**src/rtl/bsa_pkg.sv**
```systemverilog
package bsa_pkg;
    typedef enum logic [1:0] {
        ST_IDLE = 2'd0,
        ST_RUN  = 2'd1,
        ST_FIN  = 2'd2
    } bsa_state_e;
endpackage

```
**src/rtl/bsa_shreg.sv**
```systemverilog
module bsa_shreg #(
    parameter int WIDTH = 8
) (
    input  logic             clk,
    input  logic             rst_n,
    input  logic             load_en,
    input  logic             shift_en,
    input  logic [WIDTH-1:0] par_in,
    input  logic             ser_in,
    output logic [WIDTH-1:0] q
);
    always_ff @(posedge clk or negedge rst_n) begin
        if (!rst_n) begin
            q <= '0;
        end else if (load_en) begin
            q <= par_in;
        end else if (shift_en) begin
            q <= {ser_in, q[WIDTH-1:1]};
        end
    end
endmodule

```
**src/rtl/bsa_fa_carry.sv**
```systemverilog
module bsa_fa_carry (
    input  logic clk,
    input  logic rst_n,
    input  logic clr,
    input  logic en,
    input  logic a_bit,
    input  logic b_bit,
    output logic sum_bit,
    output logic carry_q
);
    logic cout;

    always_comb begin
        sum_bit = a_bit ^ b_bit ^ carry_q;
        cout    = (a_bit & b_bit) | (carry_q & (a_bit ^ b_bit));
    end

    always_ff @(posedge clk or negedge rst_n) begin
        if (!rst_n) begin
            carry_q <= 1'b0;
        end else if (clr) begin
            carry_q <= 1'b0;
        end else if (en) begin
            carry_q <= cout;
        end
    end
endmodule

```
**src/rtl/bsa_ctrl.sv**
```systemverilog
module bsa_ctrl
    import bsa_pkg::*;
#(
    parameter int WIDTH = 8
) (
    input  logic clk,
    input  logic rst_n,
    input  logic load_req,
    input  logic start_req,
    output logic load_en,
    output logic shift_en,
    output logic busy,
    output logic done
);
    localparam int CW = (WIDTH > 1) ? $clog2(WIDTH) : 1;
    localparam logic [CW-1:0] LAST = CW'(WIDTH - 1);

    bsa_state_e state_q, state_d;
    logic [CW-1:0] cnt_q;

    always_comb begin
        state_d = state_q;
        unique case (state_q)
            ST_IDLE: if (start_req && !load_req) state_d = ST_RUN;
            ST_RUN:  if (cnt_q == LAST) state_d = ST_FIN;
            ST_FIN:  state_d = ST_IDLE;
            default: state_d = ST_IDLE;
        endcase
    end

    always_ff @(posedge clk or negedge rst_n) begin
        if (!rst_n) begin
            state_q <= ST_IDLE;
            cnt_q   <= '0;
        end else begin
            state_q <= state_d;
            if (state_q == ST_RUN && cnt_q != LAST) begin
                cnt_q <= cnt_q + 1'b1;
            end else begin
                cnt_q <= '0;
            end
        end
    end

    always_comb begin
        load_en  = 1'b0;
        shift_en = 1'b0;
        busy     = 1'b0;
        done     = 1'b0;
        unique case (state_q)
            ST_IDLE: load_en = load_req;
            ST_RUN: begin
                shift_en = 1'b1;
                busy     = 1'b1;
            end
            ST_FIN:  done = 1'b1;
            default: ;
        endcase
    end
endmodule

```
**src/rtl/serial_adder.sv**
```systemverilog
module serial_adder #(
    parameter int WIDTH = 8
) (
    input  logic             clk,
    input  logic             rst_n,
    input  logic             load,
    input  logic [WIDTH-1:0] a_in,
    input  logic [WIDTH-1:0] b_in,
    input  logic             start,
    input  logic             b_ser_sel,
    input  logic             b_ser_in,
    output logic             busy,
    output logic             done,
    output logic [WIDTH-1:0] sum_o,
    output logic             carry_o
);
    logic             load_en;
    logic             shift_en;
    logic             fa_sum;
    logic             b_fill;
    logic [WIDTH-1:0] a_q;
    logic [WIDTH-1:0] b_q;

    assign b_fill = b_ser_sel ? b_ser_in : 1'b0;

    bsa_ctrl #(.WIDTH(WIDTH)) u_ctrl (
        .clk       (clk),
        .rst_n     (rst_n),
        .load_req  (load),
        .start_req (start),
        .load_en   (load_en),
        .shift_en  (shift_en),
        .busy      (busy),
        .done      (done)
    );

    bsa_shreg #(.WIDTH(WIDTH)) u_areg (
        .clk      (clk),
        .rst_n    (rst_n),
        .load_en  (load_en),
        .shift_en (shift_en),
        .par_in   (a_in),
        .ser_in   (fa_sum),
        .q        (a_q)
    );

    bsa_shreg #(.WIDTH(WIDTH)) u_breg (
        .clk      (clk),
        .rst_n    (rst_n),
        .load_en  (load_en),
        .shift_en (shift_en),
        .par_in   (b_in),
        .ser_in   (b_fill),
        .q        (b_q)
    );

    bsa_fa_carry u_fa (
        .clk     (clk),
        .rst_n   (rst_n),
        .clr     (load_en),
        .en      (shift_en),
        .a_bit   (a_q[0]),
        .b_bit   (b_q[0]),
        .sum_bit (fa_sum),
        .carry_q (carry_o)
    );

    assign sum_o = a_q;
endmodule

```
**config.mk**
```make
export PLATFORM = sky130hd
export DESIGN_NAME = serial_adder
export DESIGN_NICKNAME = d
export VERILOG_FILES = /design/src/rtl/bsa_pkg.sv /design/src/rtl/bsa_shreg.sv /design/src/rtl/bsa_fa_carry.sv /design/src/rtl/bsa_ctrl.sv /design/src/rtl/serial_adder.sv
export SDC_FILE = /design/constraint.sdc
export NUM_CORES = 1
export LEC_CHECK = 0
export ABC_AREA = 1
export CAP_MARGIN = 10
export CORE_UTILIZATION = 25
export DETAILED_ROUTE_END_ITERATION = 6
export GPL_TIMING_DRIVEN = 1
export PLACE_DENSITY = 0.5
export SLEW_MARGIN = 15
export SYNTH_ARGS = -nofsm -noshare
export SYNTH_HDL_FRONTEND = slang
export SYNTH_SLANG_ARGS = --single-unit
```
**constraint.sdc**
```tcl
create_clock -name clk -period 3.6 [get_ports clk]
set_input_delay 0.72 -clock clk [delete_from_list [all_inputs] [get_ports clk]]
set_output_delay 0.72 -clock clk [all_outputs]
set_load 0.01 [all_outputs]
```
* After elaboration in Yosys (flattened, before gate mapping) *
Index checks and enable logic that the tools add are counted.

storage, ports and cells
  memories kept = 0
  memory bits (read-only) = 0
  flip-flop bits (word level) = 22
  bits in latches = 0
  RAM bits = 0
  word-level logic and storage cells = 37

operators by class
  shift-type cells = 0
  eq/ne operators = 6
  $add $sub $neg = 1
  reduce and logical (&&, ||, !) cells = 6
  multiplexer cells = 14
  $mul = 0
  divide/modulo/power cells = 0
  $lt $le $gt $ge = 0
  bitwise logic cells = 5

operator list
  cell                 count
  $mux 8               4
  $mux 1               6
  $mux 2               2
  $ne 2x1->1 const B   2
  $pmux 2 s2           1
  $add 3x1->3 const B  1
  $eq 3x3->1 const B   1
  $mux 3               1
  $ne 3x3->1 const B   1
  $and 1x1->1          2
  $eq 2x1->1 const B   1
  $eq 2x2->1 const B   1
  $logic_and 1x1->1    2
  $logic_not 2->1      1
  $reduce_and 2->1     1
  $reduce_bool 2->1    1
  $xor 1x1->1          2
  $logic_not 1->1      1
  $or 1x1->1           1

* Depth between registers and ports, before layout *
Gate-level depths: netlist (run 1).

  depth after elaboration = 5
  depth in mapped cells = 7
  mapped depth without buffers = 7

* Modules after synthesis *
A second synthesis (run 1) with hierarchy kept.

second synthesis, totals
  cells, all modules = 123
  area, all modules = 1062.3 um^2

modules (own cells, without submodules)
  module        area an instance (um^2)  times used  cells each
  bsa_shreg     374.1                    2           44
  bsa_ctrl      241.5                    1           26
  bsa_fa_carry  65.1                     1           7
  serial_adder  7.5                      1           2

* Worst setup path after synthesis (run 1) *
No wires, ideal clock.

  path type = reg-to-output
  start point = reg u_ctrl.state_q[1]
  end point = out done
  cell stages (with the launch flop) = 4
  slack = 2.035 ns
  arrival time = 0.845 ns
  path buffers = 1
  path through = dfrtp_1 > inv_2 > buf_4 > nor2_1

on the way
  cells in the longest elaborated chain, start to end = 2

ends and longest elaborated chain
  item                    RTL line            RTL
  start, declared         bsa_ctrl.sv:18      bsa_state_e state_q, state_d;
  start signal, assigned  bsa_ctrl.sv:36      state_q <= state_d;
  $eq 2x2->1              bsa_ctrl.sv:50      unique case (state_q)
  $mux 1                  bsa_ctrl.sv:50
  end, declared           serial_adder.sv:13  output logic done,

Every way passes these cells.

* Worst setup path in the final report (run 1) *
  start point = reg u_ctrl.state_q[0]
  end point = out busy

on the way
  cells in the longest elaborated chain, start to end = 2

ends and longest elaborated chain
  item           RTL line            RTL
  $eq 2x1->1     bsa_ctrl.sv:50
  $mux 1         bsa_ctrl.sv:50
  end, declared  serial_adder.sv:12  output logic busy,

Every way passes these cells.

==> metrics.txt, run 1 <==
# TYPE chip_impl_metric gauge
chip_impl_info{name="grt_setup_unrepaired",value="no"} 1
chip_impl_metric{name="worst_reg2reg_path_depth",unit=""} 5
chip_impl_metric{name="max_freq",unit="MHz"} 375
chip_impl_metric{name="postSynthCellCount",unit=""} 148
chip_impl_metric{name="power.share.clock",unit="%"} 13.1
chip_impl_metric{name="final_max_slew_viol_count",unit=""} 0
chip_impl_metric{name="detailroute.via_count",unit=""} 1030
chip_impl_info{name="tritoncts",value="built"} 1
chip_impl_info{name="ff_to_ff_start",value="u_ctrl.state_q[0]"} 1
chip_impl_metric{name="die_x",unit="um"} 71.7
chip_impl_metric{name="synthesis.nets",unit=""} 173
chip_impl_metric{name="number_of_unique_standard_cell_types_used_by_synthesis",unit=""} 16
chip_impl_metric{name="design.die.area",unit="mm2"} 0.00514
chip_impl_metric{name="placement_rows",unit=""} 24
chip_impl_metric{name="post-dp-hpwl",unit="um"} 2050
chip_impl_metric{name="drive_gt1_share",unit="%"} 5.14
chip_impl_metric{name="reg_to_reg_slack_setup",unit="ns"} 2.06
chip_impl_metric{name="mappedNetlistArea",unit="mm2"} 0.00121
chip_impl_metric{name="grt_use_total",unit="%"} 12.7
chip_impl_info{name="clk_root_buffer_cell",value="sky130_fd_sc_hd__clkbuf_8"} 1
chip_impl_metric{name="grt_first_pass_wirelength",unit="um"} 5090
chip_impl_metric{name="worst-slew-pin-transition",unit="ns"} 1.00
chip_impl_metric{name="cts.hold.buffers_added",unit=""} 0
chip_impl_info{name="run_status",value="finished clean"} 1
chip_impl_metric{name="tritoncts.num_buffers",unit=""} 3
chip_impl_metric{name="antenna_cells_inserted",unit=""} 0
chip_impl_metric{name="wl_per_cell",unit="um"} 12.9
chip_impl_metric{name="global_placement_routability_congestion",unit=""} 0.722
chip_impl_metric{name="drt_pre_antenna_iters",unit=""} 4
chip_impl_metric{name="h-tree-depth",unit=""} 1
chip_impl_metric{name="worstPathArrival",unit="ns"} 1.94
chip_impl_metric{name="setup_violations",unit=""} 0
chip_impl_info{name="worst_hold_startpoint",value="u_ctrl.cnt_q[0]"} 1
chip_impl_metric{name="cts_max_path_buffers",unit=""} 2
chip_impl_metric{name="chipHeight",unit="um"} 71.7
chip_impl_metric{name="remaining_drc_errors",unit=""} 0
chip_impl_info{name="timing.rr.end",value="u_breg.q[1]"} 1
chip_impl_metric{name="worst_ep_required_time",unit="ns"} 2.88
chip_impl_metric{name="cellPowerDensity",unit="mW/mm2"} 734
chip_impl_metric{name="cts.repair.resized",unit=""} 0
chip_impl_info{name="worst_setup_path_end_kind",value="output port"} 1
chip_impl_info{name="timing_worst_setup_path_type",value="flop to output port"} 1
chip_impl_metric{name="combinationalPowerShare",unit="%"} 47.0
chip_impl_metric{name="yosys_warnings",unit=""} 0
chip_impl_metric{name="num-fill-cells",unit=""} 499
chip_impl_metric{name="initial_core_util",unit="%"} 27.0
chip_impl_metric{name="leak",unit="nW"} 0.771
chip_impl_metric{name="clkLatencyLatePin",unit="ns"} 0.26
chip_impl_metric{name="first_global_vias",unit=""} 1089
chip_impl_metric{name="cts_sinks",unit=""} 22
chip_impl_metric{name="drt-vias-per-instance",unit=""} 4.54
chip_impl_metric{name="setup_tns_final",unit="ns"} 0
chip_impl_metric{name="intPower",unit="W"} 0.000684
chip_impl_metric{name="hold_depth",unit=""} 1
chip_impl_metric{name="clkTransAtPathRegs",unit="ns"} 0.08
chip_impl_metric{name="maxSlewHeadroom",unit="%"} 32.9
chip_impl_metric{name="grt_max_degree",unit=""} 23
chip_impl_metric{name="min_period",unit="ns"} 2.66
chip_impl_metric{name="ports_placed_on_the_boundary",unit=""} 33
chip_impl_metric{name="globalRoute.totalOverflow",unit=""} 0
chip_impl_metric{name="p_switching",unit="W"} 0.000466
chip_impl_metric{name="number_of_antenna_violations_at_the_first_check_in_global_routing",unit=""} 0
chip_impl_metric{name="synth-seq-cells",unit=""} 22
chip_impl_metric{name="syn2layout_area_growth",unit="%"} 28.8
chip_impl_metric{name="postCtsSetupBuffers",unit=""} 0
chip_impl_metric{name="power_switching_share",unit="%"} 40.5
chip_impl_metric{name="clock_skew",unit="ns"} 0.00130
chip_impl_metric{name="place.port_buffers",unit=""} 32
chip_impl_metric{name="final_hold_viol_count",unit=""} 0
chip_impl_metric{name="detail-route-antenna-nets",unit=""} 0
chip_impl_metric{name="drt_wl_total",unit="um"} 2920
chip_impl_metric{name="core-area",unit="mm2"} 0.00450
chip_impl_metric{name="worst-path-max-fanout",unit=""} 14
chip_impl_metric{name="post-route-period-util",unit="%"} 74.0
chip_impl_info{name="min_path_type",value="flop to flop"} 1
chip_impl_info{name="critPathLaunchType",value="flop"} 1
chip_impl_metric{name="final_cells",unit=""} 227
chip_impl_metric{name="first_iter_violations",unit=""} 36
chip_impl_metric{name="total_nets_final",unit=""} 202
chip_impl_metric{name="seq_pwr_share",unit="%"} 39.9
chip_impl_info{name="timing.hold.worst_endpoint",value="u_ctrl.cnt_q[0]"} 1
chip_impl_metric{name="syn_area_per_cell",unit="um2"} 8.21
chip_impl_metric{name="seq_area_frac_synth",unit="%"} 45.3
chip_impl_metric{name="vdd.ir_drop.worst",unit="mV"} 0.251
chip_impl_metric{name="total_placed_cells_including_tap_cells",unit=""} 224
chip_impl_metric{name="cap_viol_max_count",unit=""} 0
==> power groups by stage <==
stage | Combinational (W) | Sequential [W] | Clock [W]
after global routing | 0.000620 | 0.000473 | 0.000169
final | 0.000540 | 0.000458 | 0.000151
after floorplan | 0.000377 | 0.000443 | 0
after detailed placement | 0.000550 | 0.000461 | 0
after CTS | 0.000553 | 0.000458 | 0.000156
after global placement | 0.000537 | 0.000458 | 0
==> sequential cells by signal (all words and copies together) (netlist names) <==
name,flops
u_areg.q,8
u_ctrl.cnt_q,3
u_ctrl.state_q,2
u_breg.q,8
u_fa.carry_q,1
==> worst max-delay path, stage by stage (launching register included) <==
cell and delay [ns]:
sky130_fd_sc_hd__dfrtp_1 0.70, sky130_fd_sc_hd__inv_1 0.16, sky130_fd_sc_hd__nor2_4 0.24, sky130_fd_sc_hd__clkdlybuf4s50_1 0.58
==> metal layers <==
layer | up-vias | track usage [%] | share of wire (%)
li1 | 516 | - | -
met1 | 483 | 16.7 | 49
met2 | 27 | 20.0 | 45
met3 | 4 | 3.09 | 5.5
met4 | 0 | 5.66 | 0.96
met5 | - | 0 | 0
==> layout by cell type (no fill, tap or decap) <==
cell                              netlist  layout
sky130_fd_sc_hd__buf_4                  3       1
sky130_fd_sc_hd__clkbuf_8               0       3
sky130_fd_sc_hd__clkdlybuf4s50_1        0      32
sky130_fd_sc_hd__dfrtp_1               22      22
sky130_fd_sc_hd__fa_1                   1       1
sky130_fd_sc_hd__ha_1                   2       2
sky130_fd_sc_hd__inv_1                 10      10
sky130_fd_sc_hd__inv_2                  1       1
sky130_fd_sc_hd__nand2_1               62      62
sky130_fd_sc_hd__nand2_4                1       1
sky130_fd_sc_hd__nand3_1               18      18
sky130_fd_sc_hd__nand3b_1              13      13
sky130_fd_sc_hd__nor2_1                 5       5
sky130_fd_sc_hd__nor2_4                 2       2
sky130_fd_sc_hd__o21ai_0                1       1
sky130_fd_sc_hd__o21ai_4                1       1
==> worst max-delay path by stage <==
stage,from,to,slack (ns),cells past startpoint
6_report,u_ctrl.state_q[0],busy,0.94,3
5_1_grt,u_ctrl.state_q[0],busy,0.83,3
4_1_cts,u_ctrl.state_q[0],busy,0.93,3
3_5_place_dp,u_ctrl.state_q[0],busy,1.22,3
3_3_place_gp,u_ctrl.state_q[0],busy,1.28,3
2_1_floorplan,u_ctrl.state_q[1],done,2.03,3
==> Yosys cell counts, drive strengths merged <==
cell type   n  area (um2)
nand2      63         244
dfrtp      22         551
nand3      18        90.1
nand3b     13        97.6
inv        11        41.3
buf         9        83.8
nor2        7        41.3
ha          2        25.0
o21ai       2        21.3
fa          1        20.0
==> cell families (layout without fill, tap and decap cells) <==
family / Yosys count / count (layout) / share of synthesized area, %
and+or+nand+nor: 101 / 101 / 38.9
DFF: 22 / 22 / 45.3
buffers and inverters: 20 / 47 / 10.3
adders and majority gates: 3 / 3 / 3.71
AOI/OAI and AO/OA: 2 / 2 / 1.75
==> cell type report <==
cell class / instances / area [um2] / share of cell area, %
flip-flops and latches: 22 / 551 / 35.2
multi-input cells: 106 / 539 / 34.5
inverters: 11 / 41.3 / 2.64
clock buffers: 3 / 41.3 / 2.64
well taps: 52 / 65.1 / 4.16
repair buffers: 33 / 328 / 20.9
==> through the flow <==
stage	hold slack, ns	worst slack (ns)	power, W	utilization (%)	area, um2
floorplan	0.410	2.03	0.000820	-	1210
global placement	0.419	1.28	0.000995	33.8	1520
detailed placement	0.427	1.22	0.00101	33.8	1520
CTS	0.438	0.927	0.00117	34.8	1570
global route	0.450	0.827	0.00126	34.8	1570
finish	0.437	0.936	0.00115	34.8	1570
Power figures use the tool's default switching activity.
==> run 2, diff against run 1 <==
PLACE_DENSITY = 0.52   (was 0.5)
clock period = 2.45 ns   (was 3.6 ns; I/O delays follow)
==> metrics.txt, run 2 (synthesis gave the netlist of run 1 again) <==
# TYPE chip_impl_metric gauge
chip_impl_metric{name="cts_sinks",unit=""} 22
chip_impl_metric{name="worst-slew-pin-transition",unit="ns"} 0.478
chip_impl_metric{name="worst-path-max-fanout",unit=""} 12
chip_impl_metric{name="design.die.area",unit="mm2"} 0.00514
chip_impl_metric{name="maxSlewHeadroom",unit="%"} 68.0
chip_impl_metric{name="cts.hold.buffers_added",unit=""} 0
chip_impl_metric{name="final_max_slew_viol_count",unit=""} 0
chip_impl_info{name="worst_hold_startpoint",value="u_ctrl.cnt_q[0]"} 1
chip_impl_metric{name="grt_max_degree",unit=""} 23
chip_impl_metric{name="post-dp-hpwl",unit="um"} 2010
chip_impl_metric{name="num-fill-cells",unit=""} 473
chip_impl_metric{name="post-route-period-util",unit="%"} 83.8
chip_impl_metric{name="final_cells",unit=""} 230
chip_impl_metric{name="cts.repair.resized",unit=""} 0
chip_impl_metric{name="wl_per_cell",unit="um"} 12.8
chip_impl_metric{name="drt_pre_antenna_iters",unit=""} 4
chip_impl_metric{name="grt_use_total",unit="%"} 12.8
chip_impl_metric{name="globalRoute.totalOverflow",unit=""} 0
chip_impl_metric{name="h-tree-depth",unit=""} 1
chip_impl_metric{name="cellPowerDensity",unit="mW/mm2"} 1090
chip_impl_metric{name="worstPathArrival",unit="ns"} 1.56
chip_impl_metric{name="initial_core_util",unit="%"} 27.0
chip_impl_metric{name="number_of_antenna_violations_at_the_first_check_in_global_routing",unit=""} 0
chip_impl_metric{name="worstPathBufferInverterCount",unit=""} 2
chip_impl_metric{name="drive_gt1_share",unit="%"} 6.74
chip_impl_metric{name="cap_viol_max_count",unit=""} 0
chip_impl_metric{name="clock_skew",unit="ns"} 0.00316
chip_impl_metric{name="final_cell_area",unit="mm2"} 0.00159
chip_impl_info{name="grt_setup_unrepaired",value="no"} 1
chip_impl_info{name="critPathLaunchType",value="flop"} 1
chip_impl_metric{name="vdd.ir_drop.worst",unit="mV"} 0.297
chip_impl_info{name="crit_path_cell_trace",value="inv_2, nor2_1, clkdlybuf4s50_1"} 1
chip_impl_info{name="timing.rr.end",value="u_breg.q[7]"} 1
chip_impl_info{name="run_status",value="finished clean"} 1
chip_impl_info{name="kind_of_cell_adding_the_most_delay_to_the_critical_path",value="buffers and inverters"} 1
chip_impl_metric{name="die_x",unit="um"} 71.7
chip_impl_info{name="clk_root_buffer_cell",value="sky130_fd_sc_hd__clkbuf_8"} 1
chip_impl_info{name="largest_registers",value="u_areg.q: 8 flops, u_breg.q: 8 flops, u_ctrl.cnt_q: 3 flops"} 1
chip_impl_info{name="ff_to_ff_start",value="u_ctrl.state_q[0]"} 1
chip_impl_metric{name="remaining_drc_errors",unit=""} 0
chip_impl_metric{name="chipHeight",unit="um"} 71.7
chip_impl_metric{name="drt-vias-per-instance",unit=""} 4.44
chip_impl_metric{name="leak",unit="nW"} 0.787
chip_impl_metric{name="drt_wl_total",unit="um"} 2940
chip_impl_metric{name="syn2layout_area_growth",unit="%"} 31.2
chip_impl_metric{name="postCtsSetupBuffers",unit=""} 0
chip_impl_info{name="min_path_type",value="flop to flop"} 1
chip_impl_metric{name="min_period",unit="ns"} 2.05
chip_impl_metric{name="setup_tns_final",unit="ns"} 0
chip_impl_metric{name="first_iter_violations",unit=""} 40
chip_impl_metric{name="global_placement_routability_congestion",unit=""} 0.732
chip_impl_metric{name="worst_ep_required_time",unit="ns"} 1.96
chip_impl_metric{name="max_freq",unit="MHz"} 487
chip_impl_metric{name="antenna_cells_inserted",unit=""} 0
chip_impl_info{name="timing_worst_setup_path_type",value="flop to output port"} 1
chip_impl_metric{name="total_nets_final",unit=""} 204
chip_impl_metric{name="tritoncts.num_buffers",unit=""} 3
chip_impl_metric{name="clkLatencyLatePin",unit="ns"} 0.27
chip_impl_metric{name="place.port_buffers",unit=""} 32
chip_impl_metric{name="post_dp_cell_area",unit="mm2"} 0.00154
chip_impl_info{name="tritoncts",value="built"} 1
chip_impl_metric{name="detail-route-antenna-nets",unit=""} 0
chip_impl_info{name="leading_cell_types_in_the_layout_fill_and_taps_excluded",value="62 x sky130_fd_sc_hd__nand2_1, 32 x sky130_fd_sc_hd__clkdlybuf4s50_1, 22 x sky130_fd_sc_hd__dfrtp_1"} 1
chip_impl_metric{name="ports_placed_on_the_boundary",unit=""} 33
chip_impl_metric{name="setup_violations",unit=""} 0
chip_impl_metric{name="hold_depth",unit=""} 1
chip_impl_info{name="most_common_cell_after_layout_fill_and_taps_aside",value="sky130_fd_sc_hd__nand2_1"} 1
chip_impl_info{name="setup.worst_path.start",value="u_ctrl.state_q[1]"} 1
chip_impl_metric{name="worst_path_largest_cell_delay",unit="ns"} 0.54
chip_impl_metric{name="clkTransAtPathRegs",unit="ns"} 0.08
chip_impl_metric{name="reg_to_reg_slack_setup",unit="ns"} 1.03
chip_impl_metric{name="placement_rows",unit=""} 24
chip_impl_metric{name="grt_first_pass_wirelength",unit="um"} 4940
chip_impl_info{name="worst_setup_path_end_kind",value="output port"} 1
chip_impl_info{name="slowest_cell_on_the_critical_path",value="sky130_fd_sc_hd__clkdlybuf4s50_1"} 1
chip_impl_metric{name="detailroute.via_count",unit=""} 1022
chip_impl_metric{name="first_global_vias",unit=""} 1045
chip_impl_metric{name="total_placed_cells_including_tap_cells",unit=""} 226
chip_impl_metric{name="core-area",unit="mm2"} 0.00450
chip_impl_metric{name="worst_reg2reg_path_depth",unit=""} 6
chip_impl_metric{name="final_hold_viol_count",unit=""} 0
chip_impl_info{name="timing.hold.worst_endpoint",value="u_ctrl.cnt_q[0]"} 1
chip_impl_metric{name="cts_max_path_buffers",unit=""} 2
-- run 2: how the worst max path moves through the flow --
stage | to | slack [ns] | cells past startpoint
after global routing | done | 0.31 | 3
after global placement | u_fa.carry_q | 0.60 | 4
after floorplan | done | 1.11 | 3
final | done | 0.40 | 3
after detailed placement | u_breg.q[0] | 0.58 | 4
after CTS | done | 0.37 | 3
-- run 2: layout make-up --
| class | instances | area [um2] | share of cell area [%] |
|---|---|---|---|
| Clock buffer | 4 | 55.1 | 3.45 |
| Inverter | 11 | 41.3 | 2.59 |
| Multi-Input combinational cell | 106 | 539 | 33.8 |
| Sequential cell | 22 | 551 | 34.5 |
| Tap cell | 52 | 65.1 | 4.08 |
| Timing Repair Buffer | 35 | 343 | 21.5 |
-- run 2: metrics by stage --
| step | hold WS, ns | power (W) | util [%] | setup slack, ns |
|---|---|---|---|---|
| after floorplan | 0.194 | 0.00121 | - | 1.11 |
| after global placement | 0.419 | 0.00147 | 34.2 | 0.602 |
| after detailed placement | 0.432 | 0.00149 | 34.2 | 0.575 |
| after CTS | 0.443 | 0.00177 | 35.4 | 0.372 |
| after global routing | 0.464 | 0.00190 | 35.4 | 0.313 |
| final | 0.440 | 0.00174 | 35.4 | 0.397 |
-- run 2: routing by layer --
metal  track usage (%)  up-vias  share of wire, %
met2              20.5       27                47
met1              16.0      470                45
met4              7.84        0               2.4
li1                  -      521                 -
met3              2.53        4               5.0
met5                 0        -                 0
-- run 2: where the power goes --
group,switching [W],internal (W)
logic,0.000457,0.000374
registers,0.000108,0.000532
clock network,0.000124,0.000144
==> run 3, diff against run 2 <==
clock period = 1.7 ns   (was 2.45 ns; I/O delays follow)
==> metrics.txt, run 3 (synthesis gave the netlist of run 1 again) <==
# TYPE chip_impl_metric gauge
chip_impl_metric{name="num-fill-cells",unit=""} 490
chip_impl_metric{name="worst_ep_required_time",unit="ns"} 1.36
chip_impl_metric{name="worst_path_largest_cell_delay",unit="ns"} 0.41
chip_impl_metric{name="cap_viol_max_count",unit=""} 0
chip_impl_info{name="kind_of_cell_adding_the_most_delay_to_the_critical_path",value="buffers and inverters"} 1
chip_impl_metric{name="maxSlewHeadroom",unit="%"} 78.5
chip_impl_metric{name="gr-usage-met3",unit="%"} 1.83
chip_impl_info{name="slowest_cell_on_the_critical_path",value="sky130_fd_sc_hd__dfrtp_2"} 1
chip_impl_metric{name="setup_violations",unit=""} 0
chip_impl_metric{name="chipHeight",unit="um"} 71.7
chip_impl_info{name="timing.rr.end",value="u_breg.q[6]"} 1
chip_impl_metric{name="syn2layout_area_growth",unit="%"} 37.2
chip_impl_metric{name="grt_use_total",unit="%"} 13.4
chip_impl_metric{name="ports_placed_on_the_boundary",unit=""} 33
chip_impl_metric{name="antenna_cells_inserted",unit=""} 0
chip_impl_metric{name="number_of_antenna_violations_at_the_first_check_in_global_routing",unit=""} 0
chip_impl_metric{name="tritoncts.num_buffers",unit=""} 3
chip_impl_metric{name="post-route-period-util",unit="%"} 93.2
chip_impl_metric{name="place.port_buffers",unit=""} 32
chip_impl_metric{name="drive_gt1_share",unit="%"} 10.3
chip_impl_info{name="timing_worst_setup_path_type",value="flop to output port"} 1
chip_impl_metric{name="groute.layer.met1.usage",unit="%"} 17.2
chip_impl_metric{name="worstPathArrival",unit="ns"} 1.24
chip_impl_metric{name="min_period",unit="ns"} 1.58
chip_impl_metric{name="leak",unit="nW"} 0.841
chip_impl_info{name="clk_root_buffer_cell",value="sky130_fd_sc_hd__clkbuf_8"} 1
chip_impl_metric{name="grt_max_degree",unit=""} 23
chip_impl_metric{name="core-area",unit="mm2"} 0.00450
chip_impl_info{name="leading_cell_types_in_the_layout_fill_and_taps_excluded",value="62 x sky130_fd_sc_hd__nand2_1, 30 x sky130_fd_sc_hd__clkdlybuf4s50_1, 21 x sky130_fd_sc_hd__dfrtp_1"} 1
chip_impl_metric{name="post-dp-hpwl",unit="um"} 2270
chip_impl_metric{name="clkTransAtPathRegs",unit="ns"} 0.08
chip_impl_info{name="ff_to_ff_start",value="u_ctrl.state_q[1]"} 1
chip_impl_metric{name="cts.hold.buffers_added",unit=""} 0
chip_impl_metric{name="groute.layer.met2.usage",unit="%"} 23.3
chip_impl_info{name="run_status",value="finished clean"} 1
chip_impl_metric{name="seq_pwr_share",unit="%"} 35.6
chip_impl_metric{name="initial_core_util",unit="%"} 27.0
chip_impl_metric{name="h-tree-depth",unit=""} 1
chip_impl_info{name="critPathLaunchType",value="flop"} 1
chip_impl_metric{name="total_placed_cells_including_tap_cells",unit=""} 231
chip_impl_metric{name="grt_first_pass_wirelength",unit="um"} 5350
chip_impl_metric{name="worst-path-max-fanout",unit=""} 2
chip_impl_metric{name="clkLatencyLatePin",unit="ns"} 0.26
chip_impl_metric{name="final_max_slew_viol_count",unit=""} 0
chip_impl_info{name="top_usage_layer",value="met2"} 1
chip_impl_metric{name="drt_pre_antenna_iters",unit=""} 4
chip_impl_metric{name="power_switching_share",unit="%"} 39.6
chip_impl_info{name="crit_path_cell_trace",value="buf_4, nor2_4, dlygate4sd2_1"} 1
chip_impl_metric{name="setup_tns_final",unit="ns"} 0
chip_impl_metric{name="vdd.ir_drop.worst",unit="mV"} 0.492
chip_impl_metric{name="final_hold_viol_count",unit=""} 0
chip_impl_metric{name="cts_sinks",unit=""} 22
chip_impl_metric{name="worst-slew-pin-transition",unit="ns"} 0.322
chip_impl_metric{name="global_placement_routability_congestion",unit=""} 0.769
chip_impl_info{name="tritoncts",value="built"} 1
chip_impl_metric{name="clock_skew",unit="ns"} 0.00240
chip_impl_info{name="min_path_type",value="input port to asynchronous set/reset pin"} 1
chip_impl_metric{name="drt-vias-per-instance",unit=""} 4.49
chip_impl_metric{name="combinationalPowerShare",unit="%"} 50.1
chip_impl_metric{name="total_nets_final",unit=""} 210
chip_impl_metric{name="remaining_drc_errors",unit=""} 0
chip_impl_metric{name="final_cells",unit=""} 236
chip_impl_metric{name="detailroute.via_count",unit=""} 1059
chip_impl_metric{name="worst-path-stages",unit=""} 3
chip_impl_metric{name="power.share.clock",unit="%"} 14.3
chip_impl_metric{name="max_freq",unit="MHz"} 631
chip_impl_metric{name="p_switching",unit="W"} 0.00104
chip_impl_metric{name="reg_to_reg_slack_setup",unit="ns"} 0.29
chip_impl_metric{name="globalRoute.totalOverflow",unit=""} 0
chip_impl_metric{name="wl_per_cell",unit="um"} 13.3
chip_impl_metric{name="intPower",unit="W"} 0.00158
chip_impl_metric{name="design.die.area",unit="mm2"} 0.00514
chip_impl_info{name="grt_setup_unrepaired",value="no"} 1
chip_impl_metric{name="drt_wl_total",unit="um"} 3150
chip_impl_metric{name="cts_max_path_buffers",unit=""} 2
chip_impl_metric{name="placement_rows",unit=""} 24
chip_impl_info{name="largest_registers",value="u_areg.q: 8 flops, u_breg.q: 8 flops, u_ctrl.cnt_q: 3 flops"} 1
chip_impl_info{name="cp-endpoint",value="busy"} 1
chip_impl_info{name="setup.worst_path.start",value="u_ctrl.state_q[1]"} 1
chip_impl_info{name="most_common_cell_after_layout_fill_and_taps_aside",value="sky130_fd_sc_hd__nand2_1"} 1
chip_impl_metric{name="first_global_vias",unit=""} 1148
chip_impl_info{name="worst_setup_path_end_kind",value="output port"} 1
chip_impl_metric{name="die_x",unit="um"} 71.7
chip_impl_metric{name="first_iter_violations",unit=""} 51
chip_impl_metric{name="cellPowerDensity",unit="mW/mm2"} 1570
chip_impl_metric{name="finish.utilization",unit="%"} 37.0
chip_impl_metric{name="detail-route-antenna-nets",unit=""} 0
chip_impl_metric{name="worst_reg2reg_path_depth",unit=""} 6
chip_impl_metric{name="worstPathBufferInverterCount",unit=""} 2
==> run 3: changes by cell type in the layout (fill, tap and decap cells not counted) <==
| cell | before | now |
|---|---|---|
| sky130_fd_sc_hd__buf_12 | 0 | 2 |
| sky130_fd_sc_hd__buf_4 | 3 | 7 |
| sky130_fd_sc_hd__clkdlybuf4s50_1 | 32 | 30 |
| sky130_fd_sc_hd__dfrtp_1 | 22 | 21 |
| sky130_fd_sc_hd__dfrtp_2 | 0 | 1 |
| sky130_fd_sc_hd__dlygate4sd2_1 | 0 | 1 |
| sky130_fd_sc_hd__dlymetal6s2s_1 | 0 | 1 |
==> run 3: power groups by stage <==
stage | clock (W) | sequential (W) | combinational (W)
6_report | 0.000375 | 0.000931 | 0.00131
5_1_grt | 0.000423 | 0.000963 | 0.00149
4_1_cts | 0.000390 | 0.000933 | 0.00134
3_5_place_dp | 0 | 0.000942 | 0.00133
3_3_place_gp | 0 | 0.000930 | 0.00129
2_1_floorplan | 0 | 0.000938 | 0.000799
==> run 3: repair_timing <==
item / CTS / global route
endpoints found under the hold margin: 0 / 0
pin swaps: 0 / 0
resized for setup: 2 / 1
cloned: 0 / 0
setup buffers: 1 / 0
endpoints found under the setup margin: 2 / 1
==> run 3: worst min-delay path by stage <==
stage	to	slack, ns	depth (start not counted)
after detailed placement	u_ctrl.cnt_q[0]	0.43	1
after floorplan	u_areg.q[0]	0.04	0
after CTS	u_areg.q[1]	0.43	2
final	u_areg.q[1]	0.42	2
after global placement	u_ctrl.cnt_q[0]	0.42	1
after global routing	u_areg.q[1]	0.44	2
==> run 3: metrics by stage <==
stage	setup WS (ns)	hold WS (ns)	area, um2	total power, W
finish	0.116	0.421	1670	0.00262
global route	0.0620	0.444	1670	0.00288
CTS	0.00843	0.428	1660	0.00266
detailed placement	0.201	0.432	1600	0.00228
global placement	0.206	0.421	1600	0.00222
floorplan	0.401	0.0444	1210	0.00174
==> run 3: layer usage <==
metal  part of all wire, %  wire, um
met1                    45      1430
met2                    51      1600
met3                   3.2       101
met4                  0.54        17
met5                     0         0
==> run 3: area by class of cell <==
cell class                      instances  area [um2]  area share, %
Timing Repair Buffer                   41         414           24.8
Tap cell                               52        65.1           3.90
Inverter                               11        41.3           2.48
Clock buffer                            4        55.1           3.30
Sequential cell                        22         552           33.1
Multi-Input combinational cell        106         539           32.4
